File: config.mk
export PLATFORM = sky130hd
export DESIGN_NAME = wdg_fault_policy
export DESIGN_NICKNAME = d
export VERILOG_FILES = /design/src/rtl/wfp_pkg.sv /design/src/rtl/wfp_dev_latch.sv /design/src/rtl/wfp_uv_qual.sv /design/src/rtl/wfp_fault_route.sv /design/src/rtl/wdg_fault_policy.sv
export SDC_FILE = /design/constraint.sdc
export NUM_CORES = 1
export LEC_CHECK = 0
export BUFFER_PORTS_ARGS = -buffer_cell sky130_fd_sc_hd__buf_2
export CAP_MARGIN = 15
export CELL_PAD_IN_SITES_DETAIL_PLACEMENT = 1
export CELL_PAD_IN_SITES_GLOBAL_PLACEMENT = 1
export CORE_MARGIN = 10
export CORE_UTILIZATION = 45
export DETAILED_ROUTE_END_ITERATION = 10
export PLACE_DENSITY_LB_ADDON = 0.1
export SLEW_MARGIN = 25
export SYNTH_ARGS = -nofsm -noshare
export SYNTH_HDL_FRONTEND = slang
export SYNTH_HIERARCHICAL = 1
export SYNTH_SLANG_ARGS = --single-unit
File: constraint.sdc
create_clock -name clk_i -period 2.5 [get_ports clk_i]
set_input_delay 0.125 -clock clk_i [delete_from_list [all_inputs] [get_ports clk_i]]
set_output_delay 0.125 -clock clk_i [all_outputs]
set_load 0.05 [all_outputs]
File: src/rtl/wfp_pkg.sv
package wfp_pkg;
  localparam int NUM_WF = 4;

  localparam logic [1:0] ADDR_SPECIAL = 2'd0;
  localparam logic [1:0] ADDR_MODE    = 2'd1;
  localparam logic [1:0] ADDR_STATUS  = 2'd2;
  localparam logic [1:0] ADDR_CFG     = 2'd3;

  localparam logic [2:0] SRC_NONE = 3'd0;
  localparam logic [2:0] SRC_POR  = 3'd1;
  localparam logic [2:0] SRC_OVF  = 3'd2;
  localparam logic [2:0] SRC_UV   = 3'd6;

  typedef enum logic [1:0] {
    OPM_NORMAL  = 2'd0,
    OPM_STANDBY = 2'd1,
    OPM_SLEEP   = 2'd2,
    OPM_RESTART = 2'd3
  } op_mode_e;
endpackage

File: src/rtl/wfp_dev_latch.sv
module wfp_dev_latch
  import wfp_pkg::*;
#(
  parameter int START_CYC = 4_096_000
) (
  input  logic       clk_i,
  input  logic       rst_ni,
  input  logic       test_pin_i,
  input  logic       reg_we_i,
  input  logic [1:0] reg_addr_i,
  input  logic [1:0] reg_wdata_i,
  output logic       dev_q_o,
  output logic       irq_en_o
);
  localparam int SW = $clog2(START_CYC + 1);
  localparam logic [SW-1:0] SU_MAX = SW'(START_CYC);

  logic          por_seen;
  logic          arm_used;
  logic [SW-1:0] su_cnt;
  logic          arm_open;

  assign arm_open = !arm_used && (su_cnt < SU_MAX);

  always_ff @(posedge clk_i or negedge rst_ni) begin
    if (!rst_ni) begin
      por_seen <= 1'b0;
      arm_used <= 1'b0;
      su_cnt   <= '0;
      dev_q_o  <= 1'b0;
      irq_en_o <= 1'b1;
    end else begin
      por_seen <= 1'b1;
      if (su_cnt != SU_MAX) su_cnt <= su_cnt + 1'b1;
      if (!por_seen && test_pin_i) dev_q_o <= 1'b1;
      if (reg_we_i) begin
        arm_used <= 1'b1;  // any write consumes the one arming chance
        case (reg_addr_i)
          ADDR_SPECIAL: if (arm_open && reg_wdata_i[0]) dev_q_o <= 1'b1;
          ADDR_MODE: begin
            irq_en_o <= reg_wdata_i[1];
            if (!reg_wdata_i[0]) dev_q_o <= 1'b0;
          end
          default: ;
        endcase
      end
    end
  end
endmodule

File: src/rtl/wfp_uv_qual.sv
module wfp_uv_qual #(
  parameter int UV_CYC = 4_096_000
) (
  input  logic clk_i,
  input  logic rst_ni,
  input  logic uv_i,
  output logic uv_rise_o,
  output logic uv_long_o
);
  localparam int UW = $clog2(UV_CYC + 1);
  localparam logic [UW-1:0] UV_MAX  = UW'(UV_CYC);
  localparam logic [UW-1:0] UV_LAST = UW'(UV_CYC - 1);

  logic          uv_q;
  logic [UW-1:0] uv_cnt;

  assign uv_rise_o = uv_i && !uv_q;
  assign uv_long_o = uv_i && (uv_cnt == UV_LAST);

  always_ff @(posedge clk_i or negedge rst_ni) begin
    if (!rst_ni) begin
      uv_q   <= 1'b0;
      uv_cnt <= '0;
    end else begin
      uv_q <= uv_i;
      if (!uv_i) uv_cnt <= '0;
      else if (uv_cnt != UV_MAX) uv_cnt <= uv_cnt + 1'b1;
    end
  end
endmodule

File: src/rtl/wfp_fault_route.sv
module wfp_fault_route
  import wfp_pkg::*;
(
  input  logic              clk_i,
  input  logic              rst_ni,
  input  logic [NUM_WF-1:0] wd_fault_i,
  input  logic [1:0]        op_mode_i,
  input  logic              dev_q_i,
  input  logic              uv_rise_i,
  input  logic              uv_long_i,
  input  logic              status_rd_i,
  output logic              rst_req_o,
  output logic              failsafe_o,
  output logic              restart_o,
  output logic              irq_flag_o,
  output logic [2:0]        rst_src_o
);
  logic       low_power, dev_eff, wd_any;
  logic [2:0] src_wd, src_d;

  assign low_power = (op_mode_i == OPM_STANDBY) || (op_mode_i == OPM_SLEEP);
  assign dev_eff   = dev_q_i && !low_power;
  assign wd_any    = |wd_fault_i;

  // higher index wins
  always_comb begin
    src_wd = SRC_NONE;
    for (int i = 0; i < NUM_WF; i++)
      if (wd_fault_i[i]) src_wd = SRC_OVF + 3'(i);
  end

  assign src_d = uv_rise_i ? SRC_UV : src_wd;

  always_ff @(posedge clk_i or negedge rst_ni) begin
    if (!rst_ni) begin
      rst_req_o  <= 1'b0;
      failsafe_o <= 1'b0;
      restart_o  <= 1'b0;
      irq_flag_o <= 1'b0;
      rst_src_o  <= SRC_POR;
    end else begin
      rst_req_o  <= uv_rise_i || (wd_any && !dev_eff);
      failsafe_o <= uv_long_i || (wd_any && !dev_eff && op_mode_i == OPM_RESTART);
      restart_o  <= uv_rise_i;
      if (wd_any && dev_eff) irq_flag_o <= 1'b1;
      else if (status_rd_i)  irq_flag_o <= 1'b0;
      if (wd_any || uv_rise_i) rst_src_o <= src_d;
      else if (status_rd_i)    rst_src_o <= SRC_NONE;
    end
  end
endmodule

File: src/rtl/wdg_fault_policy.sv
module wdg_fault_policy
  import wfp_pkg::*;
#(
  parameter int START_CYC = 4_096_000,
  parameter int UV_CYC    = 4_096_000
) (
  input  logic        clk_i,
  input  logic        rst_ni,
  input  logic        test_pin_i,
  input  logic        reg_we_i,
  input  logic        reg_re_i,
  input  logic [1:0]  reg_addr_i,
  input  logic [1:0]  reg_wdata_i,
  input  logic [1:0]  op_mode_i,
  input  logic [3:0]  wd_fault_i,
  input  logic        uv_i,
  output logic        rst_req_o,
  output logic        irq_o,
  output logic        failsafe_o,
  output logic        restart_o,
  output logic        dev_mode_o,
  output logic        irq_flag_o,
  output logic [2:0]  rst_src_o
);
  logic dev_q, irq_en, uv_rise, uv_long, status_rd;

  assign status_rd = reg_re_i && (reg_addr_i == ADDR_STATUS);

  wfp_dev_latch #(.START_CYC(START_CYC)) u_latch (
    .clk_i      (clk_i),
    .rst_ni     (rst_ni),
    .test_pin_i (test_pin_i),
    .reg_we_i   (reg_we_i),
    .reg_addr_i (reg_addr_i),
    .reg_wdata_i(reg_wdata_i),
    .dev_q_o    (dev_q),
    .irq_en_o   (irq_en)
  );

  wfp_uv_qual #(.UV_CYC(UV_CYC)) u_uv (
    .clk_i    (clk_i),
    .rst_ni   (rst_ni),
    .uv_i     (uv_i),
    .uv_rise_o(uv_rise),
    .uv_long_o(uv_long)
  );

  wfp_fault_route u_route (
    .clk_i      (clk_i),
    .rst_ni     (rst_ni),
    .wd_fault_i (wd_fault_i),
    .op_mode_i  (op_mode_i),
    .dev_q_i    (dev_q),
    .uv_rise_i  (uv_rise),
    .uv_long_i  (uv_long),
    .status_rd_i(status_rd),
    .rst_req_o  (rst_req_o),
    .failsafe_o (failsafe_o),
    .restart_o  (restart_o),
    .irq_flag_o (irq_flag_o),
    .rst_src_o  (rst_src_o)
  );

  assign dev_mode_o = dev_q;
  assign irq_o      = irq_flag_o && irq_en;
endmodule

* Word-level counts from Yosys, hierarchy flattened
Cells that the tools add are included.
** Word-level totals
- Word-level logic and storage cells :: 65
- Input port bits :: 16
- Flip-flop bits (word level) :: 56
** Operators by class
- Reduce and logical (&&, ||, !) cells :: 25
- Multiplexer cells :: 16
- Order comparisons :: 1
- Add/subtract/negate cells :: 2
- Equality and inequality tests :: 9
** Operators with widths (count)
- $add 22x1->22 const B :: 2
- $mux 22 :: 2
- $ne 22x22->1 const B :: 2
- $eq 22x22->1 const B :: 1
- $lt 22x22->1 const B :: 1
- $mux 3 :: 6
- $logic_and 1x1->1 :: 11
- $eq 2x2->1 const B :: 3
- $mux 1 :: 6
- $logic_not 1->1 :: 5
- $eq 2x1->1 const B :: 2
- $logic_or 1x1->1 :: 4
- $reduce_bool 2->1 :: 2
- $reduce_or 4->1 :: 1
- $logic_not 2->1 :: 1
- $mux 2 :: 1
- $ne 2x1->1 const B :: 1
- $pmux 1 s2 :: 1
- $reduce_and 2->1 :: 1

* Logic depth before layout (Yosys ltp)
Gate-level depths: netlist of run 1.
- Depth in word-level cells :: 8
- Mapped depth :: 6
- Gate-level depth less buffers :: 6

* Modules after synthesis
The synthesis of run 1 kept the hierarchy.
** By module, submodules not included
- wfp_dev_latch :: area an instance 1248.7 µm², instances 1, cells an instance 106
- wfp_uv_qual :: area an instance 1219.9 µm², instances 1, cells an instance 128
- wfp_fault_route :: area an instance 297.8 µm², instances 1, cells an instance 25
- wdg_fault_policy :: area an instance 15.0 µm², instances 1, cells an instance 2

* Worst setup path before layout of run 1
OpenSTA, ideal clock, no wires.
- Path kind :: reg2reg
- Start point :: reg u_uv.uv_cnt[5]
- End point :: reg u_uv.uv_cnt[19]
- Setup time :: 0.080 ns
- Path slack :: 0.601 ns
- Data arrival time :: 1.819 ns
- Stages on the path, launching flop included :: 6
- Buffers on the path :: 1
- Path through :: dfrtp_1 nand4_4 or4_4 buf_6 or4_1 a21oi_1
** Between the ends
- Cells in the longest elaborated chain, start to end :: 3
- Elaborated cells between the ends (all ways) :: 5
- Classes of those cells :: add/sub (1); eq/ne (2); mux (2)
** Ends and longest elaborated chain
- from (decl) :: line wfp_uv_qual.sv:15 : logic [UW-1:0] uv_cnt;
- from (signal assigned) :: line wfp_uv_qual.sv:27 : else if (uv_cnt != UV_MAX) uv_cnt <= uv_cnt + 1'b1;
- $add 22x1->22 :: line wfp_uv_qual.sv:27
- $mux 22 :: line wfp_uv_qual.sv:27
- $mux 22 :: line wfp_uv_qual.sv:26 : if (!uv_i) uv_cnt <= '0;
Several ways; a longest one is shown, not always the timed one. The select of a mux whose other input is x is not followed.
A chain may end at the register's enable or synchronous reset.

* Worst setup path in the final report of run 1
- Start point :: reg u_uv.uv_cnt[0]
- End point :: reg u_uv.uv_cnt[18]
The elaborated chain is that of the path after synthesis.

==> summary.md, run 1 <==
| Metric | Value |
|---|---|
| Status | finished clean |
| TritonCTS clock tree | yes |
| Via count | 1985 |
| Most frequent cells in the layout | dfrtp_1 (54), buf_2 (24), xnor2_1 (22), nand2_1 (20), nor2_1 (19) |
| I/O Pins | 25 |
| Die height | 98.6 um |
| Max-Cap Viols | 0 |
| Final antenna-violating net count | 0 |
| DR pass1 iterations | 4 |
| Worst R2R Start | u_uv/uv_cnt[0] |
| Inserted Diodes | 0 |
| Tot GR Track Use | 12.6% |
| Avg Synthesized Cell Area | 10.7 um^2 |
| First-pass GRT wire length | 10300 um |
| Via density | 5.44 |
| Slew @ Worst Pin | 0.503 ns |
| H-tree depth | 2 |
| VDD IR-drop max | 0.000296 V |
| Initial drt markers | 39 |
| CP Launch Type | register |
| Layout cells sized above 1 | 16.2% |
| Area delta synth->final | 11.2% |
| Final Hold Fails | 0 |
| Reg2Reg Depth | 5 |
| Synth Flop Type | dfrtp_1 |
| Syn_nets | 282 |
| Clock sink count | 56 |
| Hpwl dp | 4460 um |
| Max-slew violation count | 0 |
| Data required, critical path | 2.73 ns |
| Flop2flop setup slack | 0.45 ns |
| Die Span X | 98.6 um |
| Routed WL per cell | 16.1 um |
| Cts bufs inserted | 5 |
| Initial Util | 46.7% |
| Reg-to-Reg End | u_uv/uv_cnt[18] |
| Row cnt | 28 |
| Seq/Total Area, Yosys | 50.5% |
| Antenna violations before repair | 0 |
| Final #Nets | 310 |
| # port buffers | 24 |
| Number of synthesized flops with an enable pin | 0 |
| CTS root buf | clkbuf_8 |
| Fraction of registers with async set/reset | 100% |
| #FFs+latches synth | 56 |
| Final period util | 82.0% |
| RePlAce Congestion | 0.816 |
| Worst slew margin | 66.5% |
| Setup TNS Final | 0 ns |
| Hold Startpoint | uv_i |
| RSZ-0062 raised after global routing | false |
| Largest net degree at the start of global routing | 35 |
| Clock transition at path regs | 0.09 ns |
| FMAX | 0.488 GHz |
| Setup crit end kind | register |
| DRC | 0 |
| Crit path DAT | 2.28 ns |
| CTS Buffer Depth | 2 |
| Endpoints failing setup | 0 |
| CP Capture Point | u_uv/uv_cnt[18] |
| Maximum fanout along the worst path | 6 |
| Critical Path Start | u_uv/uv_cnt[0] |
| Mapped Area | 2780 um^2 |
| Pwr dens | 555 nW/um^2 |
| WS Path Type | register to register |
| Final Util | 51.9% |
| Leakage | 1.33 nW |
| Commonest non-fill, non-tap cell in the layout | dfrtp_1 |
| Post-Syn Instances | 261 |
| Top flop regs | u_latch/su_cnt: 22 flops, u_uv/uv_cnt: 22 flops, u_route/rst_src_o: 3 flops |
| Grt total ovfl | 0 |
| Die area | 9730 um^2 |
| Clock latency on the worst-skew pair | 0.31 ns |
| HP Class | input pin to register |
| WL final | 5880 um |
| Clock Skews | 0.0111 ns |
| Post-synth cell types | 50 |
| Placeable Area | 5960 um^2 |
| Number of global-route vias before repair | 2127 |
| Yosys warnings | 6 |
| Final Critical Period | 2.05 ns |
critical path, cell delays in order (launching register included):
cell     delay [ns]
dfrtp_1        0.40
ha_1           0.25
nand4_1        0.20
or4_1          0.57
or3_1          0.39
a21oi_1        0.17
synthesized netlist by cell type, types with 2 or more instances:
cell type,instances,share of area (%)
a21oi_1,10,1.8
and3_1,4,0.90
and4_1,3,0.94
clkbuf_1,3,0.40
dfrtp_1,54,49
dfstp_2,2,1.9
ha_1,5,2.2
inv_1,12,1.6
mux2i_1,3,1.1
nand2_1,20,2.7
nand2b_1,4,0.90
nand3_1,15,2.7
nand4_1,10,2.2
nand4_4,3,2.3
nor2_1,19,2.6
nor3_1,3,0.54
nor3b_1,3,0.81
nor4_1,6,1.3
nor4_4,2,1.5
nor4b_1,5,1.6
o211ai_1,2,0.54
o21ai_0,6,1.1
o31ai_1,3,0.81
or3_1,4,0.90
or3_2,3,0.81
or4_1,3,0.81
xnor2_1,22,6.9
xor2_1,10,3.1
timing repair:
| item | 4_1_cts | 5_1_grt |
|---|---|---|
| gates resized for setup | 0 | 0 |
| setup buffers | 0 | 0 |
| hold buffers | 1 | 0 |
| endpoints found under the hold margin | 22 | 0 |
stage by stage:
stage          total power [mW]  hold slack, ns  std cells  setup slack [ns]  cell area [um^2]
2_1_floorplan              1.08          -0.171        261             0.601              2780
3_3_place_gp               1.15           0.116        356             0.598              2980
3_5_place_dp               1.16           0.127        356             0.528              2980
4_1_cts                    1.74          0.0311        365             0.439              3090
5_1_grt                    1.80          0.0259        365             0.260              3090
6_report                   1.72          0.0360        365             0.449              3090
power by group:
part / switching, mW / total [mW] / internal [mW]
Clock: 0.281 / 0.581 / 0.300
Combinational: 0.134 / 0.186 / 0.0519
Sequential: 0.0157 / 0.948 / 0.933
Total: 0.431 / 1.72 / 1.28
worst min path at each step:
stage | to | slack, ns | depth (start not counted)
6_report | u_uv/uv_q | 0.04 | 1
5_1_grt | u_uv/uv_q | 0.03 | 1
4_1_cts | u_uv/uv_q | 0.03 | 1
3_5_place_dp | u_uv/uv_cnt[9] | 0.13 | 1
3_3_place_gp | u_uv/uv_cnt[10] | 0.12 | 1
2_1_floorplan | u_latch/arm_used | -0.17 | 0
final cells by class:
type                            instances  area [um^2]
Tap cell                               75         93.8
Fill cell                             660         2860
Multi-Input combinational cell        186         1290
Sequential cell                        56         1400
Clock inverter                          1         30.0
Clock buffer                            7         76.3
Timing Repair Buffer                   27          145
Inverter                               13         48.8
logic make-up after synthesis:
| family | share of synthesized area [%] |
|---|---|
| AOI/OAI and AO/OA | 5.53 |
| buffers and inverters | 3.01 |
| DFF | 50.5 |
| adders and majority gates | 2.25 |
| xor gates and xnor gates | 10.1 |
| other | 0.135 |
| muxes | 1.89 |
| and+or+nand+nor | 26.6 |
layer usage:
layer / wire length [um] / vias up / GRT usage (%)
li1: - / 972 / -
met1: 2510 / 984 / 14.6
met2: 3090 / 20 / 21.9
met3: 171 / 9 / 3.07
met4: 103 / 0 / 4.41
met5: 0 / - / 0
Note: power is estimated with default switching activity, not from simulation.
==> run 2: changes to the inputs <==
- ABC_AREA: not set -> 1
- CORE_UTILIZATION: 45 -> 40
- clock period: 2.5 -> 1.7 ns (I/O delays scaled with it)
==> run 2 against run 1 <==
Die area is 24% higher. Hold slack worse by 0.015 ns. Sequential share of layout area is 6.7 points lower. Critical path type unchanged. Cell count is 59% higher. Synthesized cell count is 69% higher. First-iteration DRC count is 18% higher. Global-route usage is 2.3 points higher.
==> summary.md, run 2 <==
| Metric | Value |
|---|---|
| Sw frac | 27.2% (was 25.1%) |
| Data required, critical path | 1.96 ns (was 2.73 ns) |
| H-tree depth | 2 (unchanged) |
| Leading area contributor after synthesis | dfrtp_1 (unchanged) |
| Yosys warnings | 6 (unchanged) |
| Critical Path Start | u_uv/uv_cnt[0] (unchanged) |
| I/O Pins | 25 (unchanged) |
| Post-synth top area share | 42.0% (was 48.6%) |
| Setup crit end kind | register (unchanged) |
| Final period util | 90.1% (was 82.0%) |
| Cts bufs inserted | 5 (unchanged) |
| FMAX | 0.653 GHz (was 0.488 GHz) |
| CP Launch Type | register (unchanged) |
| Pwr dens | 671 nW/um^2 (was 555 nW/um^2) |
| Synth Area in Compound Gates | 2.53% (was 5.53%) |
| Hold WS | 0.0210 ns (was 0.0360 ns) |
| Grt total ovfl | 0 (unchanged) |
| Routed WL per cell | 14.4 um (was 16.1 um) |
| Tot GR Track Use | 14.9% (was 12.6%) |
| Sw power | 662 uW (was 431 uW) |
| Worst hold path depth | 3 (was 1) |
| Final Critical Period | 1.53 ns (was 2.05 ns) |
| Seq/Total Area, Yosys | 43.6% (was 50.5%) |
| Syn_nets | 461 (was 282) |
| Worst R2R Start | u_uv/uv_cnt[0] (unchanged) |
| Final Hold Fails | 0 (unchanged) |
| Layout cells sized above 1 | 15.5% (was 16.2%) |
| Via density | 4.85 (was 5.44) |
| VDD IR-drop max | 0.000261 V (was 0.000296 V) |
| Placeable Area | 7770 um^2 (was 5960 um^2) |
| Fraction of registers with async set/reset | 100% (unchanged) |
| Mapped Area | 3220 um^2 (was 2780 um^2) |
| Status | finished clean (unchanged) |
| Fin cells | 579 (was 365) |
| Post-CTS setup buffers | 0 (unchanged) |
| Hpwl dp | 6640 um (was 4460 um) |
| Hold Startpoint | wd_fault_i[3] (was uv_i) |
| TritonCTS clock tree | yes (unchanged) |
| Most frequent cells after synthesis | nand2_1 (131), nor2_1 (83), dfrtp_1 (54) (was dfrtp_1 (54), xnor2_1 (22), nand2_1 (20)) |
| Gate power share | 10.6% (was 10.8%) |
| Multiplexer area fraction after synthesis | 0.350% (was 1.89%) |
| Dpl cells | 568 (was 356) |
| Synth Flop Type | dfrtp_1 (unchanged) |
| Avg Synthesized Cell Area | 7.31 um^2 (was 10.7 um^2) |
| Adder-cell share of the synthesized area | 1.94% (was 2.25%) |
| Top cells by area, synth | dfrtp_1 (42%), nand2_1 (15%), nor2_1 (9.7%) (was dfrtp_1 (49%), xnor2_1 (6.9%), xor2_1 (3.1%)) |
| Most common cell in the synthesized netlist | nand2_1 (was dfrtp_1) |
| #FFs+latches synth | 56 (unchanged) |
| Setup TNS Final | 0 ns (unchanged) |
| CTS Buffer Depth | 2 (unchanged) |
| Maximum fanout along the worst path | 6 (unchanged) |
| Final antenna-violating net count | 0 (unchanged) |
| Number of synthesized flops with an enable pin | 0 (unchanged) |
| Clock Skews | 0.00963 ns (was 0.0111 ns) |
| Max-Cap Viols | 0 (unchanged) |
| Slew @ Worst Pin | 0.561 ns (was 0.503 ns) |
| Inserted Diodes | 0 (unchanged) |
| DRC | 0 (unchanged) |
| Crit path DAT | 1.79 ns (was 2.28 ns) |
| WL final | 8350 um (was 5880 um) |
| Row cnt | 32 (was 28) |
| Initial Util | 41.4% (was 46.7%) |
| Most frequent cells in the layout | nand2_1 (131), nor2_1 (83), dfrtp_1 (54), inv_1 (43), nand3_1 (31) (was dfrtp_1 (54), buf_2 (24), xnor2_1 (22), nand2_1 (20), nor2_1 (19)) |
| Commonest non-fill, non-tap cell in the layout | nand2_1 (was dfrtp_1) |
| Post-Synth Simple-Gate Area | 40.9% (was 26.6%) |
| Flop2flop setup slack | 0.17 ns (was 0.45 ns) |
| Int Power | 1.77 mW (was 1.28 mW) |
| Clock sink count | 56 (unchanged) |
| Post-synth cell types | 29 (was 50) |
| Initial drt markers | 46 (was 39) |
| Reg-to-Reg End | u_route/failsafe_o (was u_uv/uv_cnt[18]) |
| CTS root buf | clkbuf_8 (unchanged) |
| Clock transition at path regs | 0.11 ns (was 0.09 ns) |
| WS Path Type | register to register (unchanged) |
| Largest net degree at the start of global routing | 36 (was 35) |
| Endpoints failing setup | 0 (unchanged) |
| Die height | 110 um (was 98.6 um) |
| RePlAce Congestion | 0.796 (was 0.816) |
| Die area | 12000 um^2 (was 9730 um^2) |
| Reg power frac | 57.0% (was 55.3%) |
| # port buffers | 24 (unchanged) |
| HP Class | input pin to register (unchanged) |
| FILL cells | 1003 (was 660) |
| Final #Nets | 497 (was 310) |
| Largest family of logic cells by synthesized area | simple AND/OR/NAND/NOR gates (unchanged) |
| Leakage | 1.60 nW (was 1.33 nW) |
| Clock latency on the worst-skew pair | 0.32 ns (was 0.31 ns) |
| Number of global-route vias before repair | 3089 (was 2127) |
| Post-Syn Instances | 440 (was 261) |
| First-pass GRT wire length | 14300 um (was 10300 um) |
| Part of the power in the clock network | 32.5% (was 33.9%) |
| XOR/XNOR share of the synthesized area | 5.17% (was 10.1%) |
| Worst slew margin | 62.6% (was 66.5%) |
| Die Span X | 110 um (was 98.6 um) |
| Area delta synth->final | 12.8% (was 11.2%) |
| Reg2Reg Depth | 7 (was 5) |
| Max-slew violation count | 0 (unchanged) |
| Worst hold endpoint | u_route/rst_src_o[2] (was u_uv/uv_q) |
| Via count | 2811 (was 1985) |
| Top flop regs | u_latch/su_cnt: 22 flops, u_uv/uv_cnt: 22 flops, u_route/rst_src_o: 3 flops (unchanged) |
| Antenna violations before repair | 0 (unchanged) |
| DR pass1 iterations | 4 (unchanged) |
| RSZ-0062 raised after global routing | false (unchanged) |
[run 2: worst max-delay path: stages (launching register included)]
cell and delay, ns:
dfrtp_1 0.45, ha_2 0.26, nand3_1 0.16, nor2_4 0.19, nand2_2 0.10, nor3_1 0.19
inv_1 0.06, nand2_1 0.08
[run 2: kinds of logic after synthesis]
group,Yosys count
and+or+nand+nor,297
xor gates and xnor gates,19
DFF,56
muxes,1
other,1
adders and majority gates,5
buffers and inverters,46
AOI/OAI and AO/OA,15
[run 2: power groups by stage]
stage | registers (mW) | clock network (mW) | logic, mW
final | 1.39 | 0.790 | 0.258
after global routing | 1.39 | 0.891 | 0.286
after CTS | 1.39 | 0.840 | 0.263
after detailed placement | 1.41 | 0 | 0.257
after global placement | 1.41 | 0 | 0.251
after floorplan | 1.47 | 0 | 0.0911
[run 2: layout make-up]
type	instances	area, um^2	area share (%)
Timing Repair Buffer	31	193	5.31
Sequential cell	56	1400	38.7
Clock buffer	6	82.6	2.28
Clock inverter	2	13.8	0.379
Inverter	44	165	4.55
Tap cell	102	128	3.52
Multi-Input combinational cell	338	1640	45.3
[run 2: how the worst max path moves through the flow]
stage,depth (start not counted),end
detailed placement,7,u_route/failsafe_o
global route,6,u_uv/uv_cnt[14]
floorplan,6,u_uv/uv_cnt[14]
finish,7,u_route/failsafe_o
CTS,7,u_route/failsafe_o
global placement,7,u_route/failsafe_o
[run 2: routing by layer]
metal / global-route usage (%) / wire, um / up-vias
li1: - / - / 1438
met1: 16.6 / 3530 / 1327
met2: 27.2 / 4370 / 30
met3: 2.52 / 208 / 16
met4: 6.51 / 240 / 0
met5: 0 / 0 / -
[run 2: metrics by stage]
| stage | worst slack [ns] | instance area [um^2] | total power, mW | util, % |
|---|---|---|---|---|
| finish | 0.169 | 3630 | 2.43 | 46.7 |
| detailed placement | 0.131 | 3500 | 1.67 | 45.1 |
| global route | 0.0112 | 3630 | 2.57 | 46.7 |
| CTS | 0.112 | 3630 | 2.49 | 46.7 |
| floorplan | 0.355 | 3220 | 1.56 | - |
| global placement | 0.218 | 3500 | 1.66 | 45.1 |
[run 2: what timing repair did]
action	4_1_cts	5_1_grt
hold buffers	3	0
setup endpoints to repair	0	2
endpoints found under the hold margin	21	0
resized for setup	0	1
==> run 3: changes to the inputs <==
- ABC_AREA: 1 -> not set
- CORE_UTILIZATION: 40 -> 42
==> run 3 against run 2 <==
Core utilization is 8.3 points higher. The run now ends with setup timing left. Register-to-register slack got worse by 0.24 ns. Cell count is 30% lower. Combinational power up 21%. Sequential share of layout area rose by 1.3 points. Sequential power is essentially flat. Die area is 15% lower. First-iteration DRC count down 17%.
==> summary.md, run 3 (same netlist as run 1, synthesis figures left out) <==
| Metric | Value |
|---|---|
| CTS root buf | clkbuf_8 (unchanged) |
| DRC | 0 (unchanged) |
| Status | finished, violations left (was finished clean) |
| Top flop regs | u_latch/su_cnt: 22 flops, u_uv/uv_cnt: 22 flops, u_route/rst_src_o: 3 flops (unchanged) |
| Final Util | 55.0% (was 46.7%) |
| Initial drt markers | 38 (was 46) |
| Max-Cap Viols | 0 (unchanged) |
| # port buffers | 24 (unchanged) |
| Setup crit end kind | register (unchanged) |
| Die area | 10300 um^2 (was 12000 um^2) |
| Via density | 5.30 (was 4.85) |
| Pwr dens | 703 nW/um^2 (was 671 nW/um^2) |
| Data required, critical path | 1.95 ns (was 1.96 ns) |
| Die Span X | 101 um (was 110 um) |
| Die height | 101 um (was 110 um) |
| Met2 Resource Use GR | 21.2% (was 27.2%) |
| Max-slew violation count | 0 (unchanged) |
| FMAX | 0.566 GHz (was 0.653 GHz) |
| Met1 GRT Util | 16.8% (was 16.6%) |
| GRT Max-Usage Layer | met2 (unchanged) |
| RePlAce Congestion | 0.724 (was 0.796) |
| First-pass GRT wire length | 11000 um (was 14300 um) |
| CTS Buffer Depth | 2 (unchanged) |
| Leakage | 1.55 nW (was 1.60 nW) |
| WS Path Type | register to register (unchanged) |
| Flop2flop setup slack | -0.07 ns (was 0.17 ns) |
| Cts bufs inserted | 5 (unchanged) |
| Final antenna-violating net count | 0 (unchanged) |
| Tot GR Track Use | 13.0% (was 14.9%) |
| Hold WS | 0.0147 ns (was 0.0210 ns) |
| Crit path DAT | 2.02 ns (was 1.79 ns) |
| Antenna violations before repair | 0 (unchanged) |
| Number of global-route vias before repair | 2299 (was 3089) |
| Clock latency on the worst-skew pair | 0.31 ns (was 0.32 ns) |
| I/O Pins | 25 (unchanged) |
| VDD IR-drop max | 0.000579 V (was 0.000261 V) |
| Routed WL per cell | 15.9 um (was 14.4 um) |
| Largest net degree at the start of global routing | 57 (was 36) |
| Final period util | 104% (was 90.1%) |
| Area delta synth->final | 26.3% (was 12.8%) |
| HP Class | input pin to register (unchanged) |
| Clock sink count | 56 (unchanged) |
| Critical Path Start | u_uv/uv_cnt[7] (was u_uv/uv_cnt[0]) |
| CP Launch Type | register (unchanged) |
| Layout cells sized above 1 | 33.1% (was 15.5%) |
| Reg-to-Reg End | u_uv/uv_cnt[19] (was u_route/failsafe_o) |
| Final Critical Period | 1.77 ns (was 1.53 ns) |
| Via count | 2151 (was 2811) |
| CP Capture Point | u_uv/uv_cnt[19] (was u_route/failsafe_o) |
| Cell area after layout | 3510 um^2 (was 3630 um^2) |
| RSZ-0062 raised after global routing | true (was false) |
| Commonest non-fill, non-tap cell in the layout | dfrtp_1 (was nand2_1) |
| Final #Nets | 349 (was 497) |
| Endpoints failing setup | 4 (was 0) |
| Clock Skews | 0.00833 ns (was 0.00963 ns) |
| Maximum fanout along the worst path | 4 (was 6) |
| Placeable Area | 6390 um^2 (was 7770 um^2) |
| Most frequent cells in the layout | dfrtp_1 (52), buf_4 (37), buf_2 (24), xnor2_1 (22), nand2_1 (20) (was nand2_1 (131), nor2_1 (83), dfrtp_1 (54), inv_1 (43), nand3_1 (31)) |
| Reg2Reg Depth | 4 (was 7) |
| Met3 GRT Util | 3.34% (was 2.52%) |
| Violated checks | setup timing |
| Clock transition at path regs | 0.10 ns (was 0.11 ns) |
| Row cnt | 29 (was 32) |
| H-tree depth | 2 (unchanged) |
| WL final | 6460 um (was 8350 um) |
| Grt total ovfl | 0 (unchanged) |
| Initial Util | 43.6% (was 41.4%) |
| Power, Total | 2.47 mW (was 2.43 mW) |
| Worst R2R Start | u_uv/uv_cnt[7] (was u_uv/uv_cnt[0]) |
| Hpwl dp | 4590 um (was 6640 um) |
| Inserted Diodes | 0 (unchanged) |
| Final Hold Fails | 0 (unchanged) |
| DR pass1 iterations | 4 (unchanged) |
| Placement Cell Area | 3250 um^2 (was 3500 um^2) |
| TritonCTS clock tree | yes (unchanged) |
| Setup ws final | -0.0675 ns (was 0.169 ns) |
## run 3: cell count changes in the layout (fill, tap and decap cells not counted), sizes merged, moves of 5 or more
cell   before  now
nand2     140   20
nor2      104   19
nor4        1    9
inv        45   12
or3         0    7
buf        28   63
nor4b       0    5
nand3      31   15
xnor2       7   22
## run 3: metrics by stage
stage	setup WS, ns	cells	setup TNS, ns
CTS	-0.0497	405	-0.104
detailed placement	-0.100	391	-0.426
floorplan	-0.144	261	-0.340
global route	-0.116	406	-0.691
finish	-0.0675	406	-0.121
global placement	-0.0404	391	-0.0664
## run 3: final cells by class
| cell class | count | area, um^2 |
|---|---|---|
| multi-input combinational | 186 | 1410 |
| clock inverter | 2 | 10.0 |
| inverter | 13 | 48.8 |
| tap | 77 | 96.3 |
| clock buffer | 6 | 82.6 |
| fill | 715 | 2870 |
| timing repair buffer | 66 | 459 |
| sequential | 56 | 1410 |
## run 3: worst min-delay path by stage
stage             startpoint                   end  slack, ns  cells after the start
2_1_floorplan         rst_ni      u_latch/arm_used      -0.21                      0
3_3_place_gp          rst_ni       u_uv/uv_cnt[13]       0.11                      2
3_5_place_dp          rst_ni       u_uv/uv_cnt[13]       0.11                      2
4_1_cts        wd_fault_i[3]  u_route/rst_src_o[1]      0.006                      2
5_1_grt        wd_fault_i[3]  u_route/rst_src_o[1]       0.03                      2
6_report            reg_we_i      u_latch/arm_used       0.01                      2
## run 3: layer usage
metal,vias to the layer above,wire length (um)
li1,1052,-
met1,1074,3040
met2,19,3150
met3,6,215
met4,0,50
met5,-,0
## run 3: worst max-delay path: stages (launching register included)
cell and delay (ns):
dfrtp_1 0.40, nand4_4 0.12, or4_4 0.56, or4_4 0.50, a21oi_2 0.13
## run 3: report_power, final
group          switching [mW]  internal [mW]
clock                   0.439          0.327
combinational           0.212          0.100
sequential             0.0219           1.37
total                   0.673           1.80
## run 3: repair_timing
item / CTS / global route
endpoints found under the hold margin: 56 / 0
hold buffers: 3 / 0
endpoints found under the setup margin: 10 / 17
resized for setup: 7 / 18
pin swaps: 1 / 5
buffers inserted: 3 / 1
